==> src/rtl/pfc_pkg.sv <==
package pfc_pkg;
  localparam int          FRAME_BYTES     = 60;
  localparam logic [15:0] XOFF_TIME       = 16'hFFFF;
  localparam logic [15:0] XON_TIME        = 16'h0000;
  localparam logic [7:0]  DEF_XOFF_LEVEL  = 8'h50;
  localparam logic [7:0]  DEF_XON_LEVEL   = 8'h30;
  localparam int          IDX_W           = $clog2(FRAME_BYTES);

  // byte at position idx of an outgoing PAUSE frame (FCS excluded)
  function automatic logic [7:0] pause_byte(input logic [IDX_W-1:0] idx,
                                            input logic [47:0] sa,
                                            input logic [15:0] ptime);
    logic [7:0] b;
    case (idx)
      6'd0:  b = 8'h01;
      6'd1:  b = 8'h80;
      6'd2:  b = 8'hC2;
      6'd3:  b = 8'h00;
      6'd4:  b = 8'h00;
      6'd5:  b = 8'h01;
      6'd6:  b = sa[47:40];
      6'd7:  b = sa[39:32];
      6'd8:  b = sa[31:24];
      6'd9:  b = sa[23:16];
      6'd10: b = sa[15:8];
      6'd11: b = sa[7:0];
      6'd12: b = 8'h88;
      6'd13: b = 8'h08;
      6'd14: b = 8'h00;
      6'd15: b = 8'h01;
      6'd16: b = ptime[15:8];
      6'd17: b = ptime[7:0];
      default: b = 8'h00;
    endcase
    return b;
  endfunction
endpackage

==> src/rtl/pfc_hyst.sv <==
module pfc_hyst
  import pfc_pkg::*;
#(
  parameter int OCC_W            = 8,
  parameter int RESEND_TICKS_100 = 4_200_000,
  parameter int RESEND_TICKS_10  = 42_000_000
) (
  input  logic             clk_i,
  input  logic             rst_ni,
  input  logic             enable_i,
  input  logic             speed100_i,
  input  logic             tick_i,
  input  logic [OCC_W-1:0] occupancy_i,
  input  logic [OCC_W-1:0] xoff_level_i,
  input  logic [OCC_W-1:0] xon_level_i,
  input  logic             take_i,
  output logic             pend_valid_o,
  output logic [15:0]      pend_time_o
);
  localparam int RS_MAX = (RESEND_TICKS_100 > RESEND_TICKS_10) ? RESEND_TICKS_100 : RESEND_TICKS_10;
  localparam int RS_W   = $clog2(RS_MAX + 1);
  localparam logic [RS_W-1:0] LIM100 = RS_W'(RESEND_TICKS_100 - 1);
  localparam logic [RS_W-1:0] LIM10  = RS_W'(RESEND_TICKS_10 - 1);

  logic            congested_q;
  logic [RS_W-1:0] resend_q;
  logic [RS_W-1:0] lim;
  logic            go_xoff, go_xon, resend_due;

  assign lim        = speed100_i ? LIM100 : LIM10;
  assign go_xoff    = !congested_q && (occupancy_i > xoff_level_i);
  assign go_xon     = congested_q && (occupancy_i < xon_level_i);
  assign resend_due = congested_q && !go_xon && tick_i && (resend_q >= lim);

  always_ff @(posedge clk_i) begin
    if (!rst_ni) begin
      congested_q  <= 1'b0;
      resend_q     <= '0;
      pend_valid_o <= 1'b0;
      pend_time_o  <= XON_TIME;
    end else if (!enable_i) begin
      congested_q  <= 1'b0;
      resend_q     <= '0;
      pend_valid_o <= 1'b0;
    end else begin
      if (go_xoff) begin
        congested_q <= 1'b1;
        resend_q    <= '0;
      end else if (go_xon) begin
        congested_q <= 1'b0;
      end else if (congested_q && tick_i) begin
        resend_q <= resend_due ? '0 : resend_q + 1'b1;
      end
      // a new event overrides both a pending request and its pickup
      if (go_xoff || resend_due) begin
        pend_valid_o <= 1'b1;
        pend_time_o  <= XOFF_TIME;
      end else if (go_xon) begin
        pend_valid_o <= 1'b1;
        pend_time_o  <= XON_TIME;
      end else if (take_i) begin
        pend_valid_o <= 1'b0;
      end
    end
  end
endmodule

==> src/rtl/pfc_tx_gen.sv <==
module pfc_tx_gen
  import pfc_pkg::*;
(
  input  logic        clk_i,
  input  logic        rst_ni,
  input  logic        enable_i,
  input  logic        pend_valid_i,
  input  logic [15:0] pend_time_i,
  input  logic [47:0] src_addr_i,
  input  logic        tx_ready_i,
  output logic        take_o,
  output logic        tx_valid_o,
  output logic [7:0]  tx_data_o
);
  localparam logic [IDX_W-1:0] LAST = IDX_W'(FRAME_BYTES - 1);

  logic             busy_q;
  logic [IDX_W-1:0] idx_q;
  logic [15:0]      time_q;
  logic [47:0]      sa_q;

  assign take_o     = !busy_q && pend_valid_i && enable_i;
  assign tx_valid_o = busy_q;
  assign tx_data_o  = busy_q ? pause_byte(idx_q, sa_q, time_q) : 8'h00;

  always_ff @(posedge clk_i) begin
    if (!rst_ni) begin
      busy_q <= 1'b0;
      idx_q  <= '0;
      time_q <= '0;
      sa_q   <= '0;
    end else if (take_o) begin
      busy_q <= 1'b1;
      idx_q  <= '0;
      time_q <= pend_time_i;
      sa_q   <= src_addr_i;
    end else if (busy_q && tx_ready_i) begin
      if (idx_q == LAST) busy_q <= 1'b0;
      else               idx_q  <= idx_q + 1'b1;
    end
  end
endmodule

==> src/rtl/pfc_rx_timer.sv <==
module pfc_rx_timer #(
  parameter int QUANTUM_TICKS_100 = 512,
  parameter int QUANTUM_TICKS_10  = 5120
) (
  input  logic        clk_i,
  input  logic        rst_ni,
  input  logic        enable_i,
  input  logic        speed100_i,
  input  logic        tick_i,
  input  logic        rx_pause_valid_i,
  input  logic [15:0] rx_pause_time_i,
  input  logic        frame_idle_i,
  output logic        tx_inhibit_o
);
  localparam int Q_MAX = (QUANTUM_TICKS_100 > QUANTUM_TICKS_10) ? QUANTUM_TICKS_100 : QUANTUM_TICKS_10;
  localparam int Q_W   = $clog2(Q_MAX + 1);
  localparam logic [Q_W-1:0] QL100 = Q_W'(QUANTUM_TICKS_100 - 1);
  localparam logic [Q_W-1:0] QL10  = Q_W'(QUANTUM_TICKS_10 - 1);

  logic [15:0]    remain_q;
  logic [Q_W-1:0] qcnt_q;
  logic [Q_W-1:0] qlim;
  logic           paused;

  assign qlim   = speed100_i ? QL100 : QL10;
  assign paused = (remain_q != 16'd0);

  always_ff @(posedge clk_i) begin
    if (!rst_ni || !enable_i) begin
      remain_q <= '0;
      qcnt_q   <= '0;
    end else if (rx_pause_valid_i) begin
      remain_q <= rx_pause_time_i;
      qcnt_q   <= '0;
    end else if (paused && tick_i) begin
      if (qcnt_q >= qlim) begin
        qcnt_q   <= '0;
        remain_q <= remain_q - 16'd1;
      end else begin
        qcnt_q <= qcnt_q + 1'b1;
      end
    end
  end

  always_ff @(posedge clk_i) begin
    if (!rst_ni)           tx_inhibit_o <= 1'b0;
    else if (frame_idle_i) tx_inhibit_o <= paused;
  end
endmodule

==> src/rtl/pause_flow_ctrl.sv <==
module pause_flow_ctrl
  import pfc_pkg::*;
#(
  parameter int OCC_W             = 8,
  parameter int QUANTUM_TICKS_100 = 512,
  parameter int QUANTUM_TICKS_10  = 5120,
  parameter int RESEND_TICKS_100  = 4_200_000,
  parameter int RESEND_TICKS_10   = 42_000_000
) (
  input  logic             clk_i,
  input  logic             rst_ni,
  input  logic             enable_i,
  input  logic             speed100_i,
  input  logic             tick_i,
  input  logic [OCC_W-1:0] occupancy_i,
  input  logic [OCC_W-1:0] xoff_level_i,
  input  logic [OCC_W-1:0] xon_level_i,
  input  logic [47:0]      src_addr_i,
  input  logic             rx_pause_valid_i,
  input  logic [15:0]      rx_pause_time_i,
  input  logic             frame_idle_i,
  input  logic             tx_ready_i,
  output logic             tx_inhibit_o,
  output logic             pause_req_o,
  output logic             tx_valid_o,
  output logic [7:0]       tx_data_o
);
  logic        pend_valid;
  logic [15:0] pend_time;
  logic        take;

  pfc_hyst #(
    .OCC_W(OCC_W), .RESEND_TICKS_100(RESEND_TICKS_100), .RESEND_TICKS_10(RESEND_TICKS_10)
  ) u_hyst (
    .clk_i, .rst_ni, .enable_i, .speed100_i, .tick_i, .occupancy_i,
    .xoff_level_i, .xon_level_i, .take_i(take),
    .pend_valid_o(pend_valid), .pend_time_o(pend_time)
  );

  pfc_tx_gen u_gen (
    .clk_i, .rst_ni, .enable_i, .pend_valid_i(pend_valid), .pend_time_i(pend_time),
    .src_addr_i, .tx_ready_i, .take_o(take), .tx_valid_o, .tx_data_o
  );

  pfc_rx_timer #(
    .QUANTUM_TICKS_100(QUANTUM_TICKS_100), .QUANTUM_TICKS_10(QUANTUM_TICKS_10)
  ) u_rx (
    .clk_i, .rst_ni, .enable_i, .speed100_i, .tick_i, .rx_pause_valid_i,
    .rx_pause_time_i, .frame_idle_i, .tx_inhibit_o
  );

  assign pause_req_o = pend_valid | tx_valid_o;
endmodule

==> config.mk <==
export PLATFORM = sky130hd
export DESIGN_NAME = pause_flow_ctrl
export DESIGN_NICKNAME = d
export VERILOG_FILES = /design/src/rtl/pfc_pkg.sv /design/src/rtl/pfc_hyst.sv /design/src/rtl/pfc_tx_gen.sv /design/src/rtl/pfc_rx_timer.sv /design/src/rtl/pause_flow_ctrl.sv
export SDC_FILE = /design/constraint.sdc
export NUM_CORES = 1
export LEC_CHECK = 0
export ABC_CLOCK_PERIOD_IN_PS = 2700
export CORE_MARGIN = 2
export CORE_UTILIZATION = 35
export DETAILED_ROUTE_END_ITERATION = 10
export GPL_TIMING_DRIVEN = 0
export SYNTH_ARGS = -nofsm -noshare
export SYNTH_HDL_FRONTEND = slang
export SYNTH_SLANG_ARGS = --single-unit
export TNS_END_PERCENT = 30
==> constraint.sdc <==
create_clock -name clk_i -period 2.7 [get_ports clk_i]
set_input_delay 0.27 -clock clk_i [delete_from_list [all_inputs] [get_ports clk_i]]
set_output_delay 0.27 -clock clk_i [all_outputs]
set_load 0.05 [all_outputs]
# Word level (Yosys, flattened, before mapping)
# Index checks and enable logic that the tools add are counted.
[word_totals]
in_bits = 96
register_bits = 145
elab_cells = 94
out_inout_bits = 11
[op_classes]
n_eq_ne = 15
bitwise_logic = 5
mux = 19
reduce_logical = 36
addsub = 4
n_lt_le_gt_ge = 4
[op_table]
columns = ["op", "count"]
rows = [
  ["8-bit one-hot mux with 13 select lines", 1],
  ["16-bit two-way mux", 5],
  ["26-bit two-way mux", 2],
  ["6-bit by 4-bit == test with 1-bit output, second input constant", 7],
  ["26-bit by 1-bit adder with 26-bit output, second input constant", 1],
  ["26-bit >= comparator", 1],
  ["13-bit two-way mux", 2],
  ["6-bit by 3-bit == test with 1-bit output, second input constant", 3],
  ["16-bit nonzero test", 1],
  ["16-bit by 1-bit subtractor with 16-bit output, second input constant", 1],
  ["13-bit by 1-bit adder with 13-bit output, second input constant", 1],
  ["13-bit >= comparator", 1],
  ["6-bit by 5-bit == test with 1-bit output, second input constant", 2],
  ["2-bit AND reduction", 6],
  ["2-bit nonzero test", 6],
  ["1-bit logical AND", 10],
  ["8-bit > comparator", 1],
  ["8-bit < comparator", 1],
  ["1-bit two-way mux", 8],
  ["8-bit two-way mux", 1],
  ["6-bit by 1-bit adder with 6-bit output, second input constant", 1],
  ["6-bit by 1-bit == test with 1-bit output, second input constant", 1],
  ["6-bit by 2-bit == test with 1-bit output, second input constant", 1],
  ["6-bit == test, second input constant", 1],
  ["other kinds (8)", 18],
]

# Longest topological paths before layout
# Gate-level depths: netlist of run 1.
[logic_depth]
word_depth = 9
mapped_depth = 10
depth_no_buf = 8

# By module
# Synthesis of run 1 repeated with hierarchy kept, for this count alone.
[hier_totals]
cells_unflattened = 915
hier_area_um2 = 7453.4
[by_module_without_submodules]
columns = ["module", "n_inst", "area_per_inst_um2", "cells_each"]
rows = [
  ["pfc_tx_gen", 1, 3440.8, 428],
  ["pfc_hyst", 1, 2303.5, 288],
  ["pfc_rx_timer", 1, 1702.9, 198],
  ["pause_flow_ctrl", 1, 6.3, 1],
]

# Worst setup path after synthesis of run 1
# No wires, ideal clock.
[synth_timing]
path_kind = "register -> output"
from = "register u_gen.idx_q[3]"
to = "output port tx_data_o[0]"
setup_slack_ns = 0.129
t_arrival_ns = 2.301
required_ns = 2.430
path_stages_with_launch = 8
cell_sequence = "dfxtp_1 buf_2 nor3_1 and3_1 clkbuf_1 or4_1 o21ai_1 a41oi_1"
[synth_via]
elab_chain_len = 4
word_cells_on_any_way = 18
[synth_lines]
columns = ["item", "line_no", "source"]
rows = [
  ["start: declaration", "pfc_tx_gen.sv:18", "logic [IDX_W-1:0] idx_q;"],
  ["start signal: assignment", "pfc_tx_gen.sv:39", "else idx_q <= idx_q + 1'b1;"],
  ["6-bit by 3-bit == test with 1-bit output (tied with other cells)", "pfc_pkg.sv:14", "case (idx)"],
  ["3-bit OR reduction (no source line)", "n/a", ""],
  ["8-bit one-hot mux with 13 select lines (*)", "pfc_pkg.sv:14", ""],
  ["8-bit two-way mux (*)", "pfc_tx_gen.sv:24", "assign tx_data_o = busy_q ? pause_byte(idx_q, sa_q, time_q) : 8'h00;"],
  ["end: declaration", "pause_flow_ctrl.sv:26", "output logic [7:0] tx_data_o"],
]
# Mark *: on every way between the ends. The rest lies on a longest branch, timed or not.

# Worst setup path in the final report of run 1
[layout_timing]
from = "register u_gen.idx_q[1]"
to = "output port tx_data_o[0]"
# Same word-level chain as after synthesis.

==> results.json, run 1 <==
{
  "outcome": "complete, but fails checks",
  "violations": "setup timing",
  "port_buffers": 104,
  "cp-endpoint": "tx_data_o[0]",
  "clock_power_share_pct": 50.3,
  "yosysTopAreaCell": "dfxtp_1",
  "die-height_um": 136.4,
  "synth-edff-count": 0,
  "firstDrtPassIters": 6,
  "synth-xor-area-share_pct": 6.847,
  "cts.hold.buffers_added": 0,
  "tightest_slew_ns": 1.002,
  "final_max_slew_viol_count": 0,
  "crit_start": "u_gen.idx_q[1]",
  "worstPathRequired_ns": 2.43,
  "synth-compound-area-share_pct": 18.32,
  "multi_input_area_sq_um": 3787,
  "track_usage_pct": 19.17,
  "drt-initial-drc-count": 476,
  "h-tree-depth": 4,
  "ir_worst_vdd_mv": 0.4411,
  "grt_max_degree": 17,
  "ant_nets": 0,
  "relSlewSlack_pct": 32.68,
  "yosys_register_bits": 115,
  "syn_avg_cell_area_sq_um": 8.089,
  "clock_skew_ns": 0.005106,
  "synth_top_area_share_pct": 37.50,
  "synth_warnings": 0,
  "antenna_found_initial": 0,
  "power_frac_seq_pct": 39.7,
  "cap_violations": 0,
  "yosysUniqueCellTypes": 57,
  "intPower_mw": 3.345,
  "core_area_sq_um": 17240,
  "via_per_inst": 5.160,
  "worstReg2RegStart": "u_hyst.resend_q[23]",
  "cp_slowest_cell": "or4_4",
  "synth_top_family_by_area": "simple AND/OR/NAND/NOR gates",
  "rrSetupSlack_ns": 0.29,
  "rsz0062_at_grt": "true",
  "p_sw_mw": 1.093,
  "design.die.area_sq_um": 18620,
  "crit_chain": "inv_4, ha_4, mux2_4, a22oi_2, nor3_2, or4_4, o21ai_4, buf_12, a41oi_4, buf_6",
  "routed_wl_um": 17420,
  "timing.rr.end": "u_hyst.resend_q[3]",
  "cts-root-buf": "clkbuf_16",
  "post-route-period-util_pct": 102.9,
  "worst_slack_ns": -0.07868,
  "worst_setup_path_start_kind": "flop",
  "cts.clk_slew.worst_paths_ns": 0.06,
  "fmax_mhz": 359.9,
  "area_growth_pct": 36.13,
  "tritoncts": "built",
  "die_w_um": 136.4,
  "layout-drive-gt1-share_pct": 10.39,
  "yosys.area_share.simple_pct": 26.02,
  "p_per_area_nw_per_um2": 531.0,
  "ff2ff_path_depth": 6,
  "fin_cells": 1120,
  "tns_ns": -0.5834,
  "cp_data_arrival_time_ns": 2.51,
  "leakagePower_nw": 2.858,
  "critPathKind": "flop to output port",
  "top_layer": "met4",
  "tritoncts.num_buffers": 17,
  "p_total_mw": 4.438,
  "syn-num-nets": 886,
  "vias": 5779,
  "grt_pass1_vias": 5630,
  "post-route-cell-area_sq_um": 8358,
  "place.gp.congestion": 0.8179,
  "synth_cells": 759,
  "synth_area_sq_um": 6140,
  "dpl.hpwl_um": 12600,
  "start_util_pct": 35.62,
  "dp_cells": 1088,
  "wl_met2_um": 7963,
  "final_util_pct": 48.49,
  "synthFlopType": "dfxtp_1",
  "async_flop_share_pct": 0,
  "std_cell_rows": 48,
  "fin_nets": 1009,
  "cts.sinks": 115,
  "max_stage_delay_ns": 0.43,
  "insertion_delay_ns": 0.42,
  "wl_met3_um": 844,
  "synthAdderAreaFrac_pct": 6.318,
  "end_kind": "output port",
  "n_antenna_cell": 0,
  "synthTopCellsByArea": "dfxtp_1 37%, nand2_1 8.2%, ha_1 6.3%",
  "hold_violations": 0,
  "synth-seq-area-share_pct": 37.50,
  "comb_power_share_pct": 10.0,
  "crit_fanout": 8,
  "placed_area_sq_um": 7462,
  "io_pins": 107,
  "cts_max_path_buffers": 2,
  "overflow": 0,
  "grt_pass1_wl_um": 27900,
  "drc": 0,
  "finalSetupViolCount": 8,
  "period_needed_ns": 2.779,
  "fill_cells": 1644,
  "synthMuxAreaShare_pct": 0.6725,
  "detail_route.wl_per_cell_um": 15.56,
  "switching_share_pct": 24.63,
  "wl_met1_um": 8129,
  "register_area_sq_um": 2310,
  "min-delay-path-class": "primary input to flop"
}
[metrics by stage]
stage	setup WS [ns]	hold slack (ns)
floorplan	0.1293	0.3709
global placement	-0.7806	0.4530
detailed placement	-0.7701	0.4579
CTS	-0.1102	0.3290
global route	-0.1489	0.3343
finish	-0.07868	0.3503
[Yosys cell counts, types with 4 or more instances]
library cell and n:
buf_2 5, or3_1 7, and3_1 12, nand2_1 134, clkbuf_1 32, a41oi_1 5, a222oi_1 10, or2_2 4
a22oi_1 6, xor2_1 15, dfxtp_1 115, o21ai_0 28, buf_1 5, nand2b_1 4, a31oi_1 5, nor2_1 53
nor4_1 15, or4_1 11, nor3_1 22, xnor2_1 33, a221oi_1 4, a21boi_0 51, nand4_1 20, o31ai_1 4
ha_1 31, and2_1 8, nand3_1 18, and4_1 5, a21oi_1 34, inv_1 27
[metal layers]
| layer | global-route usage (%) | vias up |
|---|---|---|
| met1 | 24.97 | 2640 |
| met4 | 7.581 | 0 |
| met2 | 30.29 | 158 |
| li1 | - | 2952 |
| met3 | 4.922 | 29 |
| met5 | 0 | - |
[power groups by stage]
stage / combinational, mW / clock [mW] / sequential, mW
final: 0.444 / 2.23 / 1.76
after global routing: 0.491 / 2.37 / 1.76
after CTS: 0.439 / 2.27 / 1.76
after detailed placement: 0.432 / 0 / 1.80
after global placement: 0.429 / 0 / 1.80
after floorplan: 0.204 / 0 / 1.79
[layout by cell type (no fill, tap or decap), types with 4 or more instances in the layout]
cell	netlist	routed
clkinv_4	0	4
o21ai_0	28	28
o31ai_1	4	4
or3_1	7	7
inv_1	27	26
dfxtp_1	115	113
nor3_1	22	20
xnor2_1	33	33
and2_1	8	5
a22oi_1	6	5
or4_1	11	9
nand3_1	18	18
xor2_1	15	15
nand4_1	20	20
and4_1	5	5
clkdlybuf4s50_1	0	95
clkbuf_16	0	17
ha_1	31	27
nand2b_1	4	4
buf_4	0	6
nand2_1	134	134
a21oi_1	34	33
buf_6	0	9
clkbuf_1	32	26
or2_2	4	4
nor2_1	53	53
and3_1	12	11
a21boi_0	51	51
a222oi_1	10	10
nor4_1	15	15
clkinvlp_4	0	5
[worst min-delay path by stage]
stage,slack [ns],depth (start not counted),to,start
2_1_floorplan,0.37,1,u_rx.remain_q[13],rx_pause_valid_i
3_3_place_gp,0.45,2,u_gen.sa_q[1],u_gen.sa_q[1]
3_5_place_dp,0.46,2,u_gen.sa_q[15],u_gen.sa_q[15]
4_1_cts,0.33,2,u_gen.sa_q[32],rst_ni
5_1_grt,0.33,2,u_gen.sa_q[33],rst_ni
6_report,0.35,2,u_gen.sa_q[32],rst_ni
[logic make-up after synthesis]
logic type	after synthesis
and+or+nand+nor	328
muxes	4
DFF	115
AOI/OAI and AO/OA	164
xor gates and xnor gates	48
adders and majority gates	31
buffers and inverters	69
[critical path: cells and delay by family, from the launching register on]
kind / cells / cell delay, ns
compound gates: 3 / 0.34
fa+ha+maj: 1 / 0.18
buf+inv: 3 / 0.41
flops: 1 / 0.39
mux: 1 / 0.28
simple gates: 2 / 0.50
[final cells by class]
cell class,count,share of cell area [%]
Multi-Input combinational cell,575,45.31
Timing Repair Buffer,111,13.53
Sequential cell,115,27.63
Tap cell,225,3.368
Clock buffer,18,5.254
Clock inverter,14,1.856
Buffer,35,1.796
Inverter,27,1.243
[sequential cells by signal (all words and copies together), names as in the netlist]
signal / cells
u_rx.remain_q: 16
u_hyst.pend_valid_o: 1
u_gen.time_q: 1
u_rx.tx_inhibit_o: 1
u_gen.idx_q: 6
u_hyst.pend_time_o: 1
u_rx.qcnt_q: 13
u_hyst.resend_q: 26
u_hyst.congested_q: 1
u_gen.tx_valid_o: 1
u_gen.sa_q: 48
[what timing repair did]
item                       4_1_cts  5_1_grt
resized for setup               82       31
setup endpoints to repair       31       31
pin swaps                        2        2
hold endpoints to repair         0        0
setup buffers                    3        4
(Power assumes the default switching activity.)
==> run 2: changes to the inputs <==
--- a/config.mk
+++ b/config.mk
@@ -9,6 +9,7 @@
 export CORE_MARGIN = 2
 export CORE_UTILIZATION = 35
 export DETAILED_ROUTE_END_ITERATION = 10
+export DONT_BUFFER_PORTS = 1
 export GPL_TIMING_DRIVEN = 0
 export SYNTH_ARGS = -nofsm -noshare
 export SYNTH_HDL_FRONTEND = slang
==> run 2 against run 1 <==
  * Clock skew increased by 0.0041 ns
  * Total power grew 1.7%
  * Utilization decreased by 4.3 points
  * Flip-flop and latch count unchanged
  * Cell area decreased by 8.8%
  * Sequential power about the same
  * The flow now finishes without violations
  * Non-clock buffer count down 78
  * Die area is the same
  * Cell count is 7.0% lower
  * Maximum frequency rose by 4.2%
  * Combinational power down 29%
==> results.json, run 2 (same netlist as run 1, synthesis figures left out) <==
{
  "clock_skew_ns": 0.009179,
  "cap_violations": 0,
  "cp_slowest_cell": "or4_4",
  "die-height_um": 136.4,
  "tritoncts": "built",
  "via_per_inst": 5.320,
  "post-route-cell-area_sq_um": 7621,
  "dpl.hpwl_um": 12020,
  "rsz0062_at_grt": "true",
  "overflow": 0,
  "io_pins": 107,
  "grt_use_met2_pct": 30.85,
  "p_per_area_nw_per_um2": 592.5,
  "port_buffers": 0,
  "period_needed_ns": 2.668,
  "place.gp.congestion": 0.8533,
  "cts.sinks": 115,
  "grt_use_met3_pct": 5.220,
  "reg_top3": "u_gen.sa_q: 48 flops, u_hyst.resend_q: 26 flops, u_rx.remain_q: 16 flops",
  "globalRouteMet1Util_pct": 23.74,
  "largest_reg_flops": 48,
  "fmax_mhz": 374.9,
  "fin_nets": 931,
  "post-route-period-util_pct": 98.80,
  "worstPathRequired_ns": 2.43,
  "drt-initial-drc-count": 321,
  "min-delay-path-class": "primary input to flop",
  "holdCritStartpoint": "src_addr_i[38]",
  "hold_ws_ns": 0.009013,
  "cts-root-buf": "clkbuf_16",
  "crit_chain": "inv_2, ha_4, nor3b_1, a31oi_1, nor3_2, or4_4, o21ai_4, buf_12, a31oi_4",
  "worst_slack_ns": 0.03232,
  "start_util_pct": 35.62,
  "placed_area_sq_um": 6421,
  "rrSetupSlack_ns": 0.24,
  "final_common_cell": "nand2_1",
  "std_cell_rows": 48,
  "grt_pass1_vias": 5210,
  "largest-register": "u_gen.sa_q",
  "timing.rr.end": "u_hyst.resend_q[3]",
  "whs_path_depth": 2,
  "pre_cts_slack_ns": -0.3786,
  "cp_data_arrival_time_ns": 2.40,
  "cts.clk_slew.worst_paths_ns": 0.06,
  "design.die.area_sq_um": 18620,
  "worst_setup_path_start_kind": "flop",
  "ir_worst_vdd_mv": 0.4713,
  "detail_route.wl_per_cell_um": 15.97,
  "firstDrtPassIters": 7,
  "tns_ns": 0,
  "max_stage_delay_ns": 0.53,
  "worstReg2RegStart": "u_hyst.resend_q[23]",
  "leakagePower_nw": 2.559,
  "grt-busiest-layer": "met2",
  "critPathKind": "flop to output port",
  "vias": 5543,
  "layout-drive-gt1-share_pct": 9.670,
  "ff2ff_path_depth": 6,
  "drc": 0,
  "finalSetupViolCount": 0,
  "relSlewSlack_pct": 31.36,
  "ant_nets": 0,
  "layout_common_cells": "133 x nand2_1, 113 x dfxtp_1, 52 x nor2_1",
  "tightest_slew_ns": 1.022,
  "insertion_delay_ns": 0.42,
  "cts_max_path_buffers": 2,
  "area_growth_pct": 24.13,
  "routed_wl_um": 16640,
  "final_max_slew_viol_count": 0,
  "hold_end": "u_gen.sa_q[38]",
  "n_antenna_cell": 0,
  "antenna_found_initial": 0,
  "tritoncts.num_buffers": 17,
  "core_area_sq_um": 17240,
  "h-tree-depth": 4,
  "crit_fanout": 8,
  "outcome": "finished clean",
  "die_w_um": 136.4,
  "track_usage_pct": 18.58,
  "grt_pass1_wl_um": 26830,
  "hold_violations": 0,
  "fill_cells": 1714,
  "grt_max_degree": 17,
  "end_kind": "output port"
}
-- run 2: cell count changes in the layout (fill, tap and decap cells not counted), sizes merged --
cell	change
clkbuf	+4
buf	-12
bufinv	+2
clkdlybuf4s50	-95
dlygate4sd3	+31
clkinvlp	-3
clkinv	-2
inv	-2
dlymetal6s2s	-1
-- run 2: where the power goes --
group,internal [mW],switching [mW]
Combinational,0.130,0.187
Sequential,1.73,0.0366
Clock,1.64,0.793
-- run 2: worst max-delay path by stage --
stage	start	to	slack, ns	depth (start not counted)
final	u_gen.idx_q[1]	tx_data_o[6]	0.03	9
after floorplan	u_gen.idx_q[3]	tx_data_o[0]	0.13	7
after global placement	u_gen.idx_q[3]	tx_data_o[7]	-0.39	7
after global routing	u_gen.idx_q[4]	tx_data_o[0]	-0.04	7
after detailed placement	u_gen.idx_q[4]	tx_data_o[0]	-0.38	7
after CTS	u_gen.idx_q[1]	tx_data_o[7]	0.01	9
-- run 2: repair_timing --
item,in CTS,in global routing
setup buffers,2,0
endpoints found under the hold margin,31,0
pin swaps,8,6
gates resized for setup,43,4
hold buffers,31,0
setup endpoints to repair,18,18
cloned,0,0
-- run 2: routing by layer --
metal / wire (um) / share of wire, % / vias to the layer above
met1: 7665 / 46 / 2607
met2: 7950 / 48 / 135
met3: 874 / 5.3 / 12
met4: 151 / 0.91 / 0
li1: - / - / 2789
met5: 0 / 0 / -
-- run 2: final cells by class --
| cell class | instances | area [sq um] | area share, % |
|---|---|---|---|
| Inverter | 27 | 101.3 | 1.330 |
| Tap cell | 225 | 281.5 | 3.694 |
| Buffer | 35 | 141.4 | 1.855 |
| Clock inverter | 9 | 150.1 | 1.970 |
| Multi-Input combinational cell | 575 | 3814 | 50.04 |
| Sequential cell | 115 | 2307 | 30.27 |
| Timing Repair Buffer | 33 | 337.8 | 4.433 |
| Clock buffer | 23 | 488.0 | 6.403 |
-- run 2: metrics by stage --
step,utilization [%],total power [mW],cells
floorplan,-,1.998,759
global placement,37.25,2.070,984
detailed placement,37.25,2.073,984
CTS,44.16,4.556,1043
global route,44.21,4.674,1042
finish,44.21,4.515,1042
-- run 2: worst max-delay path: cells and delay by family, from the launching register on --
| family | cells | cell delay [ns] |
|---|---|---|
| buf+inv | 2 | 0.23 |
| flops | 1 | 0.37 |
| compound gates | 3 | 0.45 |
| simple gates | 3 | 0.73 |
| fa+ha+maj | 1 | 0.18 |
==> run 3: changes to the inputs <==
--- a/config.mk
+++ b/config.mk
@@ -14,4 +14,4 @@
 export SYNTH_ARGS = -nofsm -noshare
 export SYNTH_HDL_FRONTEND = slang
 export SYNTH_SLANG_ARGS = --single-unit
-export TNS_END_PERCENT = 30
+export TNS_END_PERCENT = 1
==> run 3 against run 2 <==
  * The flow now finishes with violations (setup timing)
  * Clock-buffer cell count is the same
  * Utilization shrank 0.065 points
  * Clock power is essentially flat
  * Flip-flop and latch count is the same
==> results.json, run 3 (same netlist as run 1, synthesis figures left out) <==
{
  "outcome": "complete, but fails checks",
  "violations": "setup timing",
  "post-route-period-util_pct": 100.4,
  "die-height_um": 136.4,
  "antenna_found_initial": 0,
  "cts_max_path_buffers": 2,
  "port_buffers": 0,
  "dp_cells": 984,
  "leakagePower_nw": 2.561,
  "drt-initial-drc-count": 299,
  "crit_fanout": 10,
  "cp_data_arrival_time_ns": 2.44,
  "via_per_inst": 5.360,
  "worst_setup_path_start_kind": "flop",
  "firstDrtPassIters": 8,
  "min-delay-path-class": "primary input to flop",
  "finalSetupViolCount": 3,
  "drc": 0,
  "dpl.hpwl_um": 12020,
  "grt_pass1_vias": 5236,
  "final_util_pct": 44.15,
  "die_w_um": 136.4,
  "fmax_mhz": 368.7,
  "place.gp.congestion": 0.8533,
  "std_cell_rows": 48,
  "cap_violations": 0,
  "cts-root-buf": "clkbuf_16",
  "critPathKind": "flop to output port",
  "ant_nets": 0,
  "hold_violations": 0,
  "fin_nets": 933,
  "cts.sinks": 115,
  "layout-drive-gt1-share_pct": 9.402,
  "pre_cts_slack_ns": -0.3786,
  "p_per_area_nw_per_um2": 592.2,
  "tightest_slew_ns": 1.013,
  "start_util_pct": 35.62,
  "io_pins": 107,
  "cp_slowest_cell": "a41oi_4",
  "vias": 5596,
  "placed_area_sq_um": 6421,
  "largest-register": "u_gen.sa_q",
  "period_needed_ns": 2.712,
  "fin_cells": 1044,
  "final_common_cell": "nand2_1",
  "max_stage_delay_ns": 0.44,
  "grt_pass1_wl_um": 26830,
  "tns_ns": -0.02533,
  "hold_ws_ns": 0.01174,
  "grt_max_degree": 17,
  "final_max_slew_viol_count": 0,
  "h-tree-depth": 4,
  "reg_top3": "u_gen.sa_q: 48 flops, u_hyst.resend_q: 26 flops, u_rx.remain_q: 16 flops",
  "post-route-cell-area_sq_um": 7610,
  "ir_worst_vdd_mv": 0.4557,
  "routed_wl_um": 16730,
  "p_total_mw": 4.507,
  "rsz0062_at_grt": "true",
  "overflow": 0,
  "end_kind": "output port",
  "core_area_sq_um": 17240,
  "layout_common_cells": "133 x nand2_1, 113 x dfxtp_1, 52 x nor2_1",
  "clock_skew_ns": 0.008988,
  "largest_reg_flops": 48,
  "n_antenna_cell": 0,
  "cts.clk_slew.worst_paths_ns": 0.05,
  "detail_route.wl_per_cell_um": 16.02,
  "worst_slack_ns": -0.01189,
  "track_usage_pct": 18.55,
  "relSlewSlack_pct": 31.97,
  "insertion_delay_ns": 0.42,
  "tritoncts.num_buffers": 17,
  "crit_chain": "buf_4, nor3_1, and3_4, or4_1, o21ai_4, buf_12, a41oi_4",
  "area_growth_pct": 23.95,
  "tritoncts": "built",
  "worstPathRequired_ns": 2.43,
  "design.die.area_sq_um": 18620
}
[run 3: cell types whose count changed in the layout (fill, tap and decap cells not counted), sizes merged]
| cell | delta |
|---|---|
| clkbuf | +2 |
[run 3: worst max-delay path: cells and delay by family, from the launching register on]
| family | cells | cell delay, ns |
|---|---|---|
| AO/OA/AOI/OAI | 2 | 0.51 |
| flip-flops | 1 | 0.31 |
| buffers and inverters | 2 | 0.37 |
| AND/OR/NAND/NOR | 3 | 0.84 |
[run 3: cell type report]
cell class                      count  area, sq um
Buffer                             37        151.4
Timing Repair Buffer               33        337.8
Tap cell                          225        281.5
Multi-Input combinational cell    575         3790
Inverter                           27        101.3
Fill cell                        1714         9627
Clock inverter                      9        150.1
Sequential cell                   115         2310
Clock buffer                       23        488.0
[run 3: what timing repair did]
item,in CTS,in global routing
endpoints found under the setup margin,18,18
hold endpoints to repair,31,0
setup buffers,2,0
pin swaps,9,5
hold buffers,31,0
gates resized for setup,40,5
[run 3: power breakdown]
group | switching (mW) | total, mW | internal, mW
clock network | 0.785 | 2.42 | 1.64
registers | 0.0368 | 1.77 | 1.73
logic | 0.187 | 0.317 | 0.129
total | 1.01 | 4.51 | 3.50
[run 3: worst paths after layout]
| path | cells past startpoint | startpoint | slack, ns | to |
|---|---|---|---|---|
| worst min-delay path | 2 | src_addr_i[38] | 0.01 | u_gen.sa_q[38] |
| worst max-delay path | 7 | u_gen.idx_q[3] | -0.01 | tx_data_o[7] |
| worst max register to register | 6 | u_hyst.resend_q[23] | 0.19 | u_hyst.resend_q[3] |
| worst min register to register | 2 | u_gen.sa_q[11] | 0.46 | u_gen.sa_q[11] |
[run 3: routing by layer]
| layer | track usage, % | part of all wire, % | vias up |
|---|---|---|---|
| met4 | 5.324 | 1.2 | 0 |
| met5 | 0 | 0 | - |
| met3 | 5.145 | 4.9 | 15 |
| met2 | 30.54 | 47 | 145 |
| met1 | 23.72 | 47 | 2646 |
| li1 | - | - | 2790 |
